### config.mk
export PLATFORM = sky130hd
export DESIGN_NAME = lsu_exec
export DESIGN_NICKNAME = d
export VERILOG_FILES = /design/src/rtl/lsu_pkg.sv /design/src/rtl/lsu_agen.sv /design/src/rtl/lsu_lane.sv /design/src/rtl/lsu_exec.sv
export SDC_FILE = /design/constraint.sdc
export NUM_CORES = 1
export LEC_CHECK = 0
export ABC_AREA = 1
export BUFFER_PORTS_ARGS = -buffer_cell sky130_fd_sc_hd__buf_2
export CORE_ASPECT_RATIO = 1.25
export CORE_MARGIN = 2
export CORE_UTILIZATION = 33
export CTS_BUF_LIST = sky130_fd_sc_hd__clkbuf_2
export DETAILED_ROUTE_END_ITERATION = 8
export HOLD_SLACK_MARGIN = 0.05
export SYNTH_ARGS = -nofsm -noshare
export SYNTH_HDL_FRONTEND = slang
export SYNTH_SLANG_ARGS = --single-unit
### constraint.sdc
create_clock -name clk -period 3.07 [get_ports clk]
set_clock_uncertainty 0.15 [all_clocks]
set_input_delay 0.307 -clock clk [delete_from_list [all_inputs] [get_ports clk]]
set_output_delay 0.307 -clock clk [all_outputs]
set_load 0.02 [all_outputs]
### src/rtl/lsu_pkg.sv
package lsu_pkg;
  parameter int XLEN     = 64;
  parameter int NREG     = 32;
  parameter int IMM_W    = 16;
  parameter int NARROW_W = 32;
  localparam int RIDX_W  = $clog2(NREG);
  localparam int NBYTES  = XLEN / 8;

  typedef enum logic [1:0] {
    SZ_B = 2'd0,
    SZ_H = 2'd1,
    SZ_W = 2'd2,
    SZ_D = 2'd3
  } size_e;

  typedef enum logic [1:0] {
    ST_IDLE = 2'd0,
    ST_REQ  = 2'd1,
    ST_WAIT = 2'd2
  } state_e;
endpackage

### src/rtl/lsu_agen.sv
module lsu_agen
  import lsu_pkg::*;
(
  input  logic [RIDX_W-1:0] rt,
  input  logic [RIDX_W-1:0] ra,
  input  logic [IMM_W-1:0]  imm,
  input  logic              xform,
  input  logic              update,
  input  logic              store,
  input  size_e             size,
  input  logic              sgn,
  input  logic              narrow,
  input  logic              wide,
  input  logic [XLEN-1:0]   ra_data,
  input  logic [XLEN-1:0]   rb_data,
  output logic [XLEN-1:0]   ea,
  output logic              bad
);
  logic [XLEN-1:0] base, disp, sum;
  logic upd_bad, wide_bad, hole_bad;

  always_comb begin
    base = (ra == '0) ? '0 : ra_data;
    disp = xform ? rb_data : {{(XLEN-IMM_W){imm[IMM_W-1]}}, imm};
    sum  = base + disp;
    ea   = narrow ? {{(XLEN-NARROW_W){1'b0}}, sum[NARROW_W-1:0]} : sum;
  end

  always_comb begin
    upd_bad  = update && ((ra == '0) || (!store && ra == rt));
    wide_bad = !store && !wide && ((size == SZ_D) || (size == SZ_W && sgn));
    hole_bad = !store && sgn &&
               ((size == SZ_B) || (size == SZ_W && update && !xform));
    bad      = upd_bad || wide_bad || hole_bad;
  end
endmodule

### src/rtl/lsu_lane.sv
module lsu_lane
  import lsu_pkg::*;
(
  input  size_e           size,
  input  logic            big,
  input  logic            sgn,
  input  logic [XLEN-1:0] din,
  output logic [XLEN-1:0] dout
);
  int n;
  logic [XLEN-1:0] ordered, keep;
  logic top_bit;

  always_comb begin
    n = 1 << int'(size);
    ordered = '0;
    keep    = '0;
    for (int i = 0; i < NBYTES; i++) begin
      if (i < n) begin
        keep[8*i +: 8] = 8'hFF;
        if (big) ordered[8*i +: 8] = din[8*(n-1-i) +: 8];
        else     ordered[8*i +: 8] = din[8*i +: 8];
      end
    end
    top_bit = ordered[8*n-1];
    dout = (sgn && top_bit) ? (ordered | ~keep) : ordered;
  end
endmodule

### src/rtl/lsu_exec.sv
module lsu_exec
  import lsu_pkg::*;
(
  input  logic              clk,
  input  logic              rst_n,
  input  logic              op_valid,
  output logic              op_ready,
  input  logic [RIDX_W-1:0] op_rt,
  input  logic [RIDX_W-1:0] op_ra,
  input  logic [RIDX_W-1:0] op_rb,
  input  logic [IMM_W-1:0]  op_imm,
  input  logic              op_xform,
  input  logic              op_update,
  input  logic              op_store,
  input  logic [1:0]        op_size,
  input  logic              op_sgn,
  input  logic              op_le,
  input  logic              cfg_narrow,
  input  logic              cfg_wide,
  input  logic              cfg_ctx_le,
  output logic [RIDX_W-1:0] rf_ra_idx,
  input  logic [XLEN-1:0]   rf_ra_data,
  output logic [RIDX_W-1:0] rf_rb_idx,
  input  logic [XLEN-1:0]   rf_rb_data,
  output logic [RIDX_W-1:0] rf_rt_idx,
  input  logic [XLEN-1:0]   rf_rt_data,
  output logic              mem_req_valid,
  input  logic              mem_req_ready,
  output logic [XLEN-1:0]   mem_req_addr,
  output logic              mem_req_store,
  output logic [1:0]        mem_req_size,
  output logic [XLEN-1:0]   mem_req_wdata,
  input  logic              mem_rsp_valid,
  input  logic [XLEN-1:0]   mem_rsp_data,
  output logic              wb_t_valid,
  output logic [RIDX_W-1:0] wb_t_idx,
  output logic [XLEN-1:0]   wb_t_data,
  output logic              wb_u_valid,
  output logic [RIDX_W-1:0] wb_u_idx,
  output logic [XLEN-1:0]   wb_u_data,
  output logic              illegal,
  output logic              busy
);
  state_e            state;
  logic [XLEN-1:0]   ag_ea, st_lane, ld_lane;
  logic              ag_bad, in_big;
  logic [RIDX_W-1:0] q_rt, q_ra;
  logic              q_update, q_big, q_sgn;
  size_e             q_size;

  assign rf_ra_idx = op_ra;
  assign rf_rb_idx = op_rb;
  assign rf_rt_idx = op_rt;
  assign in_big    = !(op_le ^ cfg_ctx_le);

  lsu_agen u_agen (
    .rt(op_rt), .ra(op_ra), .imm(op_imm), .xform(op_xform),
    .update(op_update), .store(op_store), .size(size_e'(op_size)),
    .sgn(op_sgn), .narrow(cfg_narrow), .wide(cfg_wide),
    .ra_data(rf_ra_data), .rb_data(rf_rb_data),
    .ea(ag_ea), .bad(ag_bad)
  );

  lsu_lane u_st_lane (
    .size(size_e'(op_size)), .big(in_big), .sgn(1'b0),
    .din(rf_rt_data), .dout(st_lane)
  );

  lsu_lane u_ld_lane (
    .size(q_size), .big(q_big), .sgn(q_sgn),
    .din(mem_rsp_data), .dout(ld_lane)
  );

  assign op_ready      = (state == ST_IDLE);
  assign busy          = (state != ST_IDLE);
  assign mem_req_valid = (state == ST_REQ);
  assign mem_req_size  = q_size;

  always_ff @(posedge clk) begin
    if (!rst_n) begin
      state         <= ST_IDLE;
      illegal       <= 1'b0;
      wb_t_valid    <= 1'b0;
      wb_t_idx      <= '0;
      wb_t_data     <= '0;
      wb_u_valid    <= 1'b0;
      wb_u_idx      <= '0;
      wb_u_data     <= '0;
      mem_req_addr  <= '0;
      mem_req_store <= 1'b0;
      mem_req_wdata <= '0;
      q_rt          <= '0;
      q_ra          <= '0;
      q_update      <= 1'b0;
      q_big         <= 1'b0;
      q_sgn         <= 1'b0;
      q_size        <= SZ_B;
    end else begin
      illegal    <= 1'b0;
      wb_t_valid <= 1'b0;
      wb_u_valid <= 1'b0;
      case (state)
        ST_IDLE: begin
          if (op_valid) begin
            if (ag_bad) begin
              illegal <= 1'b1;
            end else begin
              mem_req_addr  <= ag_ea;
              mem_req_store <= op_store;
              mem_req_wdata <= op_store ? st_lane : '0;
              q_rt          <= op_rt;
              q_ra          <= op_ra;
              q_update      <= op_update;
              q_big         <= in_big;
              q_sgn         <= op_sgn;
              q_size        <= size_e'(op_size);
              state         <= ST_REQ;
            end
          end
        end
        ST_REQ: begin
          if (mem_req_ready) begin
            if (mem_req_store) begin
              wb_u_valid <= q_update;
              wb_u_idx   <= q_ra;
              wb_u_data  <= mem_req_addr;
              state      <= ST_IDLE;
            end else begin
              state <= ST_WAIT;
            end
          end
        end
        ST_WAIT: begin
          if (mem_rsp_valid) begin
            wb_t_valid <= 1'b1;
            wb_t_idx   <= q_rt;
            wb_t_data  <= ld_lane;
            wb_u_valid <= q_update;
            wb_u_idx   <= q_ra;
            wb_u_data  <= mem_req_addr;
            state      <= ST_IDLE;
          end
        end
        default: state <= ST_IDLE;
      endcase
    end
  end

  assert_req_hold_R10: assert property (@(posedge clk) disable iff (!rst_n)
    mem_req_valid && !mem_req_ready |=>
      mem_req_valid && $stable(mem_req_addr) && $stable(mem_req_wdata) &&
      $stable(mem_req_store) && $stable(mem_req_size));

  assert_one_outstanding_R10: assert property (@(posedge clk) disable iff (!rst_n)
    mem_req_valid && mem_req_ready && !mem_req_store |=> !mem_req_valid && busy);

  assert_illegal_quiet_R4: assert property (@(posedge clk) disable iff (!rst_n)
    illegal |-> !mem_req_valid && !wb_t_valid && !wb_u_valid);

  assert_dual_wb_distinct_R11: assert property (@(posedge clk) disable iff (!rst_n)
    wb_t_valid && wb_u_valid |-> wb_t_idx != wb_u_idx);

  assert_wb_after_rsp_R11: assert property (@(posedge clk) disable iff (!rst_n)
    wb_t_valid |-> $past(mem_rsp_valid));

  assert_upd_base_nonzero_R4: assert property (@(posedge clk) disable iff (!rst_n)
    wb_u_valid |-> wb_u_idx != '0);

  assert_narrow_addr_R3: assert property (@(posedge clk) disable iff (!rst_n)
    op_valid && op_ready && cfg_narrow && !ag_bad |=>
      mem_req_addr[XLEN-1:NARROW_W] == '0);
endmodule

== Yosys cells after proc, flatten, opt, wreduce, memory -nomap -nowiden ==
Cells that the tools add are included.

* Add/sub/neg operators: 18
* Multiplexer cells: 68
* $mul: 0
* Bitwise logic cells: 4
* Reduce and logical (&&, ||, !) cells: 30
* Shift-type cells: 18
* Magnitude comparators: 17
* Div/mod/pow operators: 0
* Eq/ne operators: 10

{| class="wikitable"
|+ Operators by type and width
! kind !! count
|-
| $shiftx 64x32->8 || 16
|-
| $mux 64 || 8
|-
| $mux 8 || 40
|-
| $lt 4x32->1 const A || 8
|-
| $sub 29x4->29 const B || 8
|-
| $lt 3x32->1 const A || 4
|-
| $pmux 64 s2 || 1
|-
| $sub 29x2->29 const B || 4
|-
| $sub 29x3->29 const B || 4
|-
| $add 64x64->64 || 1
|-
| $lt 1x32->1 const A || 2
|-
| $lt 2x32->1 const A || 2
|-
| $not 64->64 || 1
|-
| $or 64x64->64 || 1
|-
| $shl 1x2->32 const A || 2
|-
| $lt 32x8->1 const B || 1
|-
| $sub 32x2->32 const B || 1
|-
| $mux 5 || 3
|-
| $logic_and 1x1->1 || 10
|-
| $mux 2 || 5
|-
| $pmux 5 s2 || 1
|-
| $reduce_and 4->1 || 2
|-
| $mux 1 || 7
|-
| $bmux 1 s6 || 1
|-
| 16 further kinds || 32
|}

* Bits in read-only memories: 0
* Bits in latches: 0
* Output and inout bits: 290
* Input bits: 302
* Memories kept: 0
* Flip-flop bits (word level): 287
* Bits in writable memories: 0
* Word-level logic and storage cells: 182

== Depth between registers and ports, before layout ==
* Depth after elaboration: 11
* Gate-level depth with buffers: 22
* Mapped depth without buffers: 20

== Modules after synthesis ==
Synthesis repeated with hierarchy kept, for this count alone.

* Cells, all modules: 4576
* Area total of the unflattened synthesis: 25289.3 um^2

{| class="wikitable"
|+ By module, submodules not included
! module !! seq. area each (um^2) !! cells each !! area an instance (um^2) !! instances
|-
| lsu_exec || 5745.5 || 1359 || 10378.7 || 1
|-
| lsu_lane || 0.0 || 821 || 3819.9 || 2
|-
| lsu_agen || 0.0 || 1575 || 7270.7 || 1
|}

== Least setup slack after synthesis ==
Ideal clock, no wire load.

* Path type: input -> register
* Start: input port op_ra[2]
* End: register mem_req_addr[30]
* Buffers on the path: 2
* Setup slack: -106 ps
* Arrival time: 2968 ps
* Setup time: 58 ps
* Data required time: 2862 ps
* Stages: 22
* Path through: inv_1 > nand3_1 > clkbuf_1 > buf_1 > nand2_1 > inv_1 > ha_1 > inv_1 > fa_1 > nand3b_1 > nand2_1 > nand2_1 > nand2_1 > nand3_1 > nand3_1 > nand2_1 > nand2_1 > inv_1 > or2_2 > nand3_1 > o211ai_1 > inv_1

* Word-level cells in the longest chain between the ends: 8
* Elaborated cells between the ends (all ways): 12
* Classes of those cells: add/sub: 1; eq/ne: 1; mux: 2; bitwise: 1; reduce/logical: 7

{| class="wikitable"
|+ RTL lines
! element !! RTL line !! source
|-
| start, declared || lsu_exec.sv:9 || <nowiki>input logic [RIDX_W-1:0] op_ra,</nowiki>
|-
| parallel branches: the longest is 8 deep, another holds $add 64x64->64 || -- ||
|-
| end signal, assigned || lsu_exec.sv:108 || <nowiki>mem_req_addr <= ag_ea;</nowiki>
|-
| end, declared || lsu_exec.sv:29 || <nowiki>output logic [XLEN-1:0] mem_req_addr,</nowiki>
|}

Parallel ways; which one is timed is not known.
A chain may end at the register's enable or synchronous reset.

== Worst setup path after layout ==
* Start: input port rf_ra_data[15]
* End: register mem_req_addr[33]

* Word-level cells in the longest chain between the ends: 3

{| class="wikitable"
|+ RTL lines
! element !! RTL line !! source
|-
| start, declared || lsu_exec.sv:22 || <nowiki>input logic [XLEN-1:0] rf_ra_data,</nowiki>
|-
| $mux 64 || lsu_agen.sv:23 || <nowiki>base = (ra == '0) ? '0 : ra_data;</nowiki>
|-
| $add 64x64->64 || lsu_agen.sv:25 || <nowiki>sum = base + disp;</nowiki>
|-
| $mux 64 || lsu_agen.sv:26 || <nowiki>ea = narrow ? {{(XLEN-NARROW_W){1'b0}}, sum[NARROW_W-1:0]} : sum;</nowiki>
|}

No other way between the ends.

==> metrics.txt <==
status=finished clean; Slew HR=between 30% and 40%; Hold Violations, Final=0; simple-gate share of the synthesized area=roughly 28%; worst path arrival time=about 3.9 ns; Seq/Total Area, Yosys=around 26%; Port-buffer cells=~580; fin area=between 30000 and 40000 µm²; met2 wire length=approximately 56000 µm; CTS root buffer=clkbuf_2; Synth Flop Type=dfxtp_1; number of enable flip-flop cells after synthesis=0; placeable core area=roughly 67000 µm²; via count=31760; largest family of logic cells by synthesized area=compound AO/OA/AOI/OAI gates; xor/xnor cell area share of the yosys netlist=under 10%; WL/cell=20.19 µm; cell count of the worst reg-to-reg path=11; Slew Limit Fails=0; Routed Antenna Nets=0; DPL Wire Length=90120 µm; sequential share of power=approximately 26%; first-pass GRT wire length=approximately 180000 µm; Mapped Nets=approximately 4100; worst setup path category=primary input to flip-flop; clk slew on worst S/H paths=roughly 0.080 ns; largest net degree at the start of global routing=94; maxcap violations=0; gpl congestion=0.9995; Met3 Wirelength=just over 9000 µm; Synth Register Bits=287; endpoints failing setup=0; crit path from=rf_ra_data[15]; Tot Pwr=approximately 20 mW; Crit-path slowest cell=dlygate4sd3_1; Worst Path Max Fanout=3; Post-Syn Instances=about 3700; Net Sw Frac=a little under 50%; Die X-Extent=235.6 µm; TritonCTS buffer count=slightly above 80; Reg area=around 5700 µm²; NetSw=between 9 and 10 mW; DR DRC count=0; uppermost routed layer=met5; fill count=approximately 6800; Clock Path Buffers=3; Pre-antenna DRT Iters=8; Max stage delay on crit path=0.57 ns; synthesis-to-layout area growth=58.96%; CTS tree=done; fin crit period=slightly above 3 ns; syn avg cell area=around 6.0 µm²; multiplexer share of the synthesized area=less than 1%; post-synthesis adder-cell area fraction=about 5%; Vias/cell=approximately 5.3; Reg2Reg Setup Slack=0.14 ns; RSZ-0062 raised after global routing=yes; Cell variety after synth=54; Clk Latency, worst-skew pair=~1.2 ns; Max Fclk=approximately 330 MHz; Worst Tran Pin Value=0.9660 ns; P_int=10.05 mW; vias in the first global route=roughly 31000; Req. time, crit path=~4.0 ns; Die Y=293.6 µm; Pleak=17.24 nW; DP Area=28370 µm²; area of the multi-input gates=between 10000 and 15000 µm²; GRT Overall Usage=between 30 and 40%; hold path depth=9; Hold/Removal Path Class=primary input to flip-flop; pwr dens=between 500 and 600 nW/µm²; Hold Slack=just under 0.02 ns; CP Capture Type=flip-flop; initial antenna violation count=5; gr ovfl total=0; logic gate share of total power=between 50 and 60%; Initial Util=around a third; num rows=about 110; Critical Path End=mem_req_addr[33]$_SDFFE_PN0P_; CP cell instances=dlygate4sd3_1 -> buf_2 -> nand2_1 -> inv_1 -> ha_1 -> dlygate4sd3_1 -> buf_4 -> nand2_2 -> o21ai_2 -> a21oi_2 -> nor2_1 -> nor2_1 -> nand2_1 -> nand2_1 -> nand2_1 -> nand2_1 -> dlygate4sd3_1 -> nand3_1 -> a21oi_1; Post-Syn Area=roughly 22000 µm²; DIE AREA=69180 µm²; r2r startpoint=mem_req_size[0]$_SDFFE_PN0P_; H-tree levels=3; final period utilization=a little over nine tenths; Most common cell on crit path=nand2_1; Initial DRC Count=between 2000 and 3000; Compound-Gate Fraction of Synth Area=between 20% and 30%; CP Depth=19; drt total wl=~120000 µm; worst path bufs/invs=6; Synth warnings=0; CTS sink count=approximately 290; nets=~5500; delay-heaviest family, CP=buffers and inverters; Worst VDD drop=between 0.0004 and 0.0005 V; M1 WL=roughly 47000 µm; worst r2r dst=wb_t_data[40]$_SDFFE_PN0P_; ys async rst share=0%; layout cell share with drive strength beyond 1=around a quarter; # IOs=592; Clock power frac=between 15 and 20%; crit path launch type=primary input
[metal layers]
| layer | up-vias | track usage (%) |
|---|---|---|
| met5 | - | 0.4228 |
| met4 | 8 | 24.14 |
| met3 | 530 | 7.544 |
| met2 | 1628 | 57.32 |
| met1 | 14400 | 37.79 |
| li1 | 15190 | - |
[synthesized netlist by cell type, types with 4 or more instances]
library cell | instances | area, µm²
o21a_1 | 9 | 67.56
nand2_1 | 909 | 3412
o21ai_1 | 4 | 20.02
xnor2_1 | 15 | 131.4
o31ai_1 | 10 | 75.07
nor2_2 | 8 | 50.05
o22ai_1 | 4 | 25.02
buf_1 | 18 | 67.56
a221oi_1 | 7 | 61.31
nor2_1 | 345 | 1295
a32o_1 | 4 | 40.04
a31oi_1 | 6 | 37.54
a21o_1 | 12 | 90.09
o221ai_1 | 31 | 271.5
nand4_1 | 24 | 150.1
nand3_1 | 162 | 810.8
o211ai_1 | 50 | 375.4
nor3_1 | 19 | 95.09
a211oi_1 | 4 | 30.03
clkbuf_1 | 146 | 548.0
inv_1 | 395 | 1483
clkinv_1 | 5 | 18.77
mux2i_1 | 9 | 90.09
a21oi_1 | 424 | 2122
and2_1 | 4 | 25.02
nand2_2 | 4 | 25.02
nand3b_1 | 11 | 82.58
a22oi_1 | 17 | 127.6
buf_4 | 17 | 127.6
inv_2 | 8 | 30.03
o2111ai_1 | 21 | 183.9
xor2_1 | 12 | 105.1
ha_1 | 87 | 1089
buf_2 | 45 | 225.2
o21bai_1 | 15 | 112.6
o311ai_0 | 4 | 35.03
dfxtp_1 | 287 | 5746
o21ai_0 | 519 | 2597
or2_2 | 9 | 56.30
[how the worst min path moves through the flow]
stage	slack, ns	end	startpoint
6_report	0.02	mem_req_addr[38]$_SDFFE_PN0P_	rf_rb_data[38]
5_1_grt	0.08	mem_req_addr[38]$_SDFFE_PN0P_	rf_rb_data[38]
4_1_cts	0.05	wb_t_data[41]$_SDFFE_PN0P_	mem_rsp_data[41]
3_5_place_dp	0.29	wb_u_idx[2]$_SDFFE_PN0P_	q_ra[2]$_SDFFE_PN0P_
3_3_place_gp	0.28	wb_t_idx[4]$_SDFFE_PN0P_	q_rt[4]$_SDFFE_PN0P_
2_1_floorplan	0.27	wb_t_idx[4]$_SDFFE_PN0P_	q_rt[4]$_SDFFE_PN0P_
[power groups by stage]
| stage | Sequential, mW | Combinational [mW] | Clock [mW] |
|---|---|---|---|
| 2_1_floorplan | 6.10 | 5.05 | 0 |
| 3_3_place_gp | 5.22 | 10.5 | 0 |
| 3_5_place_dp | 5.23 | 10.5 | 0 |
| 4_1_cts | 5.16 | 11.5 | 3.10 |
| 5_1_grt | 5.26 | 12.7 | 3.28 |
| 6_report | 5.17 | 11.8 | 3.01 |
[state kept, by name, summed over array words and instances, names as in the netlist]
name / flops
illegal: 1
mem_req_addr: 64
mem_req_size: 2
mem_req_store: 1
mem_req_wdata: 64
q_big: 1
q_ra: 5
q_rt: 5
q_sgn: 1
q_update: 1
state: 2
wb_t_data: 64
wb_t_idx: 5
wb_t_valid: 1
wb_u_data: 64
wb_u_idx: 5
wb_u_valid: 1
[cell usage in the layout, fill, tap and decap left out, types with 10 or more instances in the layout]
| cell type | synthesis | final |
|---|---|---|
| o21ai_0 | 519 | 510 |
| nor2_2 | 8 | 21 |
| a22oi_1 | 17 | 17 |
| o211ai_1 | 50 | 50 |
| inv_2 | 8 | 11 |
| nand4_1 | 24 | 24 |
| o221ai_1 | 31 | 31 |
| buf_4 | 17 | 390 |
| dlygate4sd3_1 | 0 | 560 |
| nand2_1 | 909 | 897 |
| dfxtp_1 | 287 | 286 |
| xnor2_1 | 15 | 15 |
| nor2_1 | 345 | 325 |
| inv_1 | 395 | 389 |
| xor2_1 | 12 | 12 |
| a21oi_2 | 0 | 11 |
| o21bai_1 | 15 | 14 |
| nand3_1 | 162 | 158 |
| clkbuf_2 | 0 | 108 |
| a21oi_1 | 424 | 412 |
| o2111ai_1 | 21 | 21 |
| a21o_1 | 12 | 12 |
| o31ai_1 | 10 | 10 |
| ha_1 | 87 | 81 |
| clkinv_1 | 5 | 26 |
| buf_2 | 45 | 580 |
| nor3_1 | 19 | 15 |
| nand3b_1 | 11 | 11 |
| buf_12 | 0 | 20 |
| nand2_2 | 4 | 15 |
[cell families (layout without fill, tap and decap cells)]
| group | after synthesis | in the layout |
|---|---|---|
| compound gates | 1147 | 1147 |
| xor+xnor | 27 | 27 |
| fa+ha+maj | 88 | 88 |
| buf+inv | 636 | 2106 |
| flops | 287 | 287 |
| mux | 9 | 9 |
| other cells | 0 | 5 |
| simple gates | 1507 | 1507 |
[metrics by stage]
step	worst slack (ns)	std cells	utilization (%)	TNS, ns
after CTS	0.02101	6026	52.28	0
final	0.05380	6040	52.85	0
after detailed placement	-0.3495	5315	42.61	-9.594
after floorplan	0.02858	3701	-	0
after global routing	-0.03372	6036	52.83	-0.1769
after global placement	-0.3425	5315	42.61	-9.813
[final cells by class]
class | count | share of cell area, %
Antenna cell | 5 | 0.03556
Clock buffer | 108 | 1.536
Clock inverter | 34 | 0.5298
Multi-Input combinational cell | 2778 | 40.25
Sequential cell | 287 | 16.33
Tap cell | 864 | 3.072
Inverter | 409 | 4.392
Timing Repair Buffer | 1555 | 33.85
[worst reg2reg max path: stages, from the launching register on]
cell and delay, ns:
dfxtp_2 0.35, inv_1 0.16, ha_4 0.21, clkinv_1 0.15, buf_6 0.21, o21ai_0 0.40
nand2_1 0.09, o211ai_1 0.10, o21ai_0 0.15, a31oi_1 0.18, dlygate4sd3_1 0.60, a21oi_1 0.07
[timing repair]
action | CTS | global route
buffers inserted | 0 | 15
hold buffers | 569 | 3
endpoints found under the setup margin | 0 | 112
endpoints found under the hold margin | 287 | 3
resized for setup | 0 | 87
Note: power is estimated with default switching activity, not from simulation.
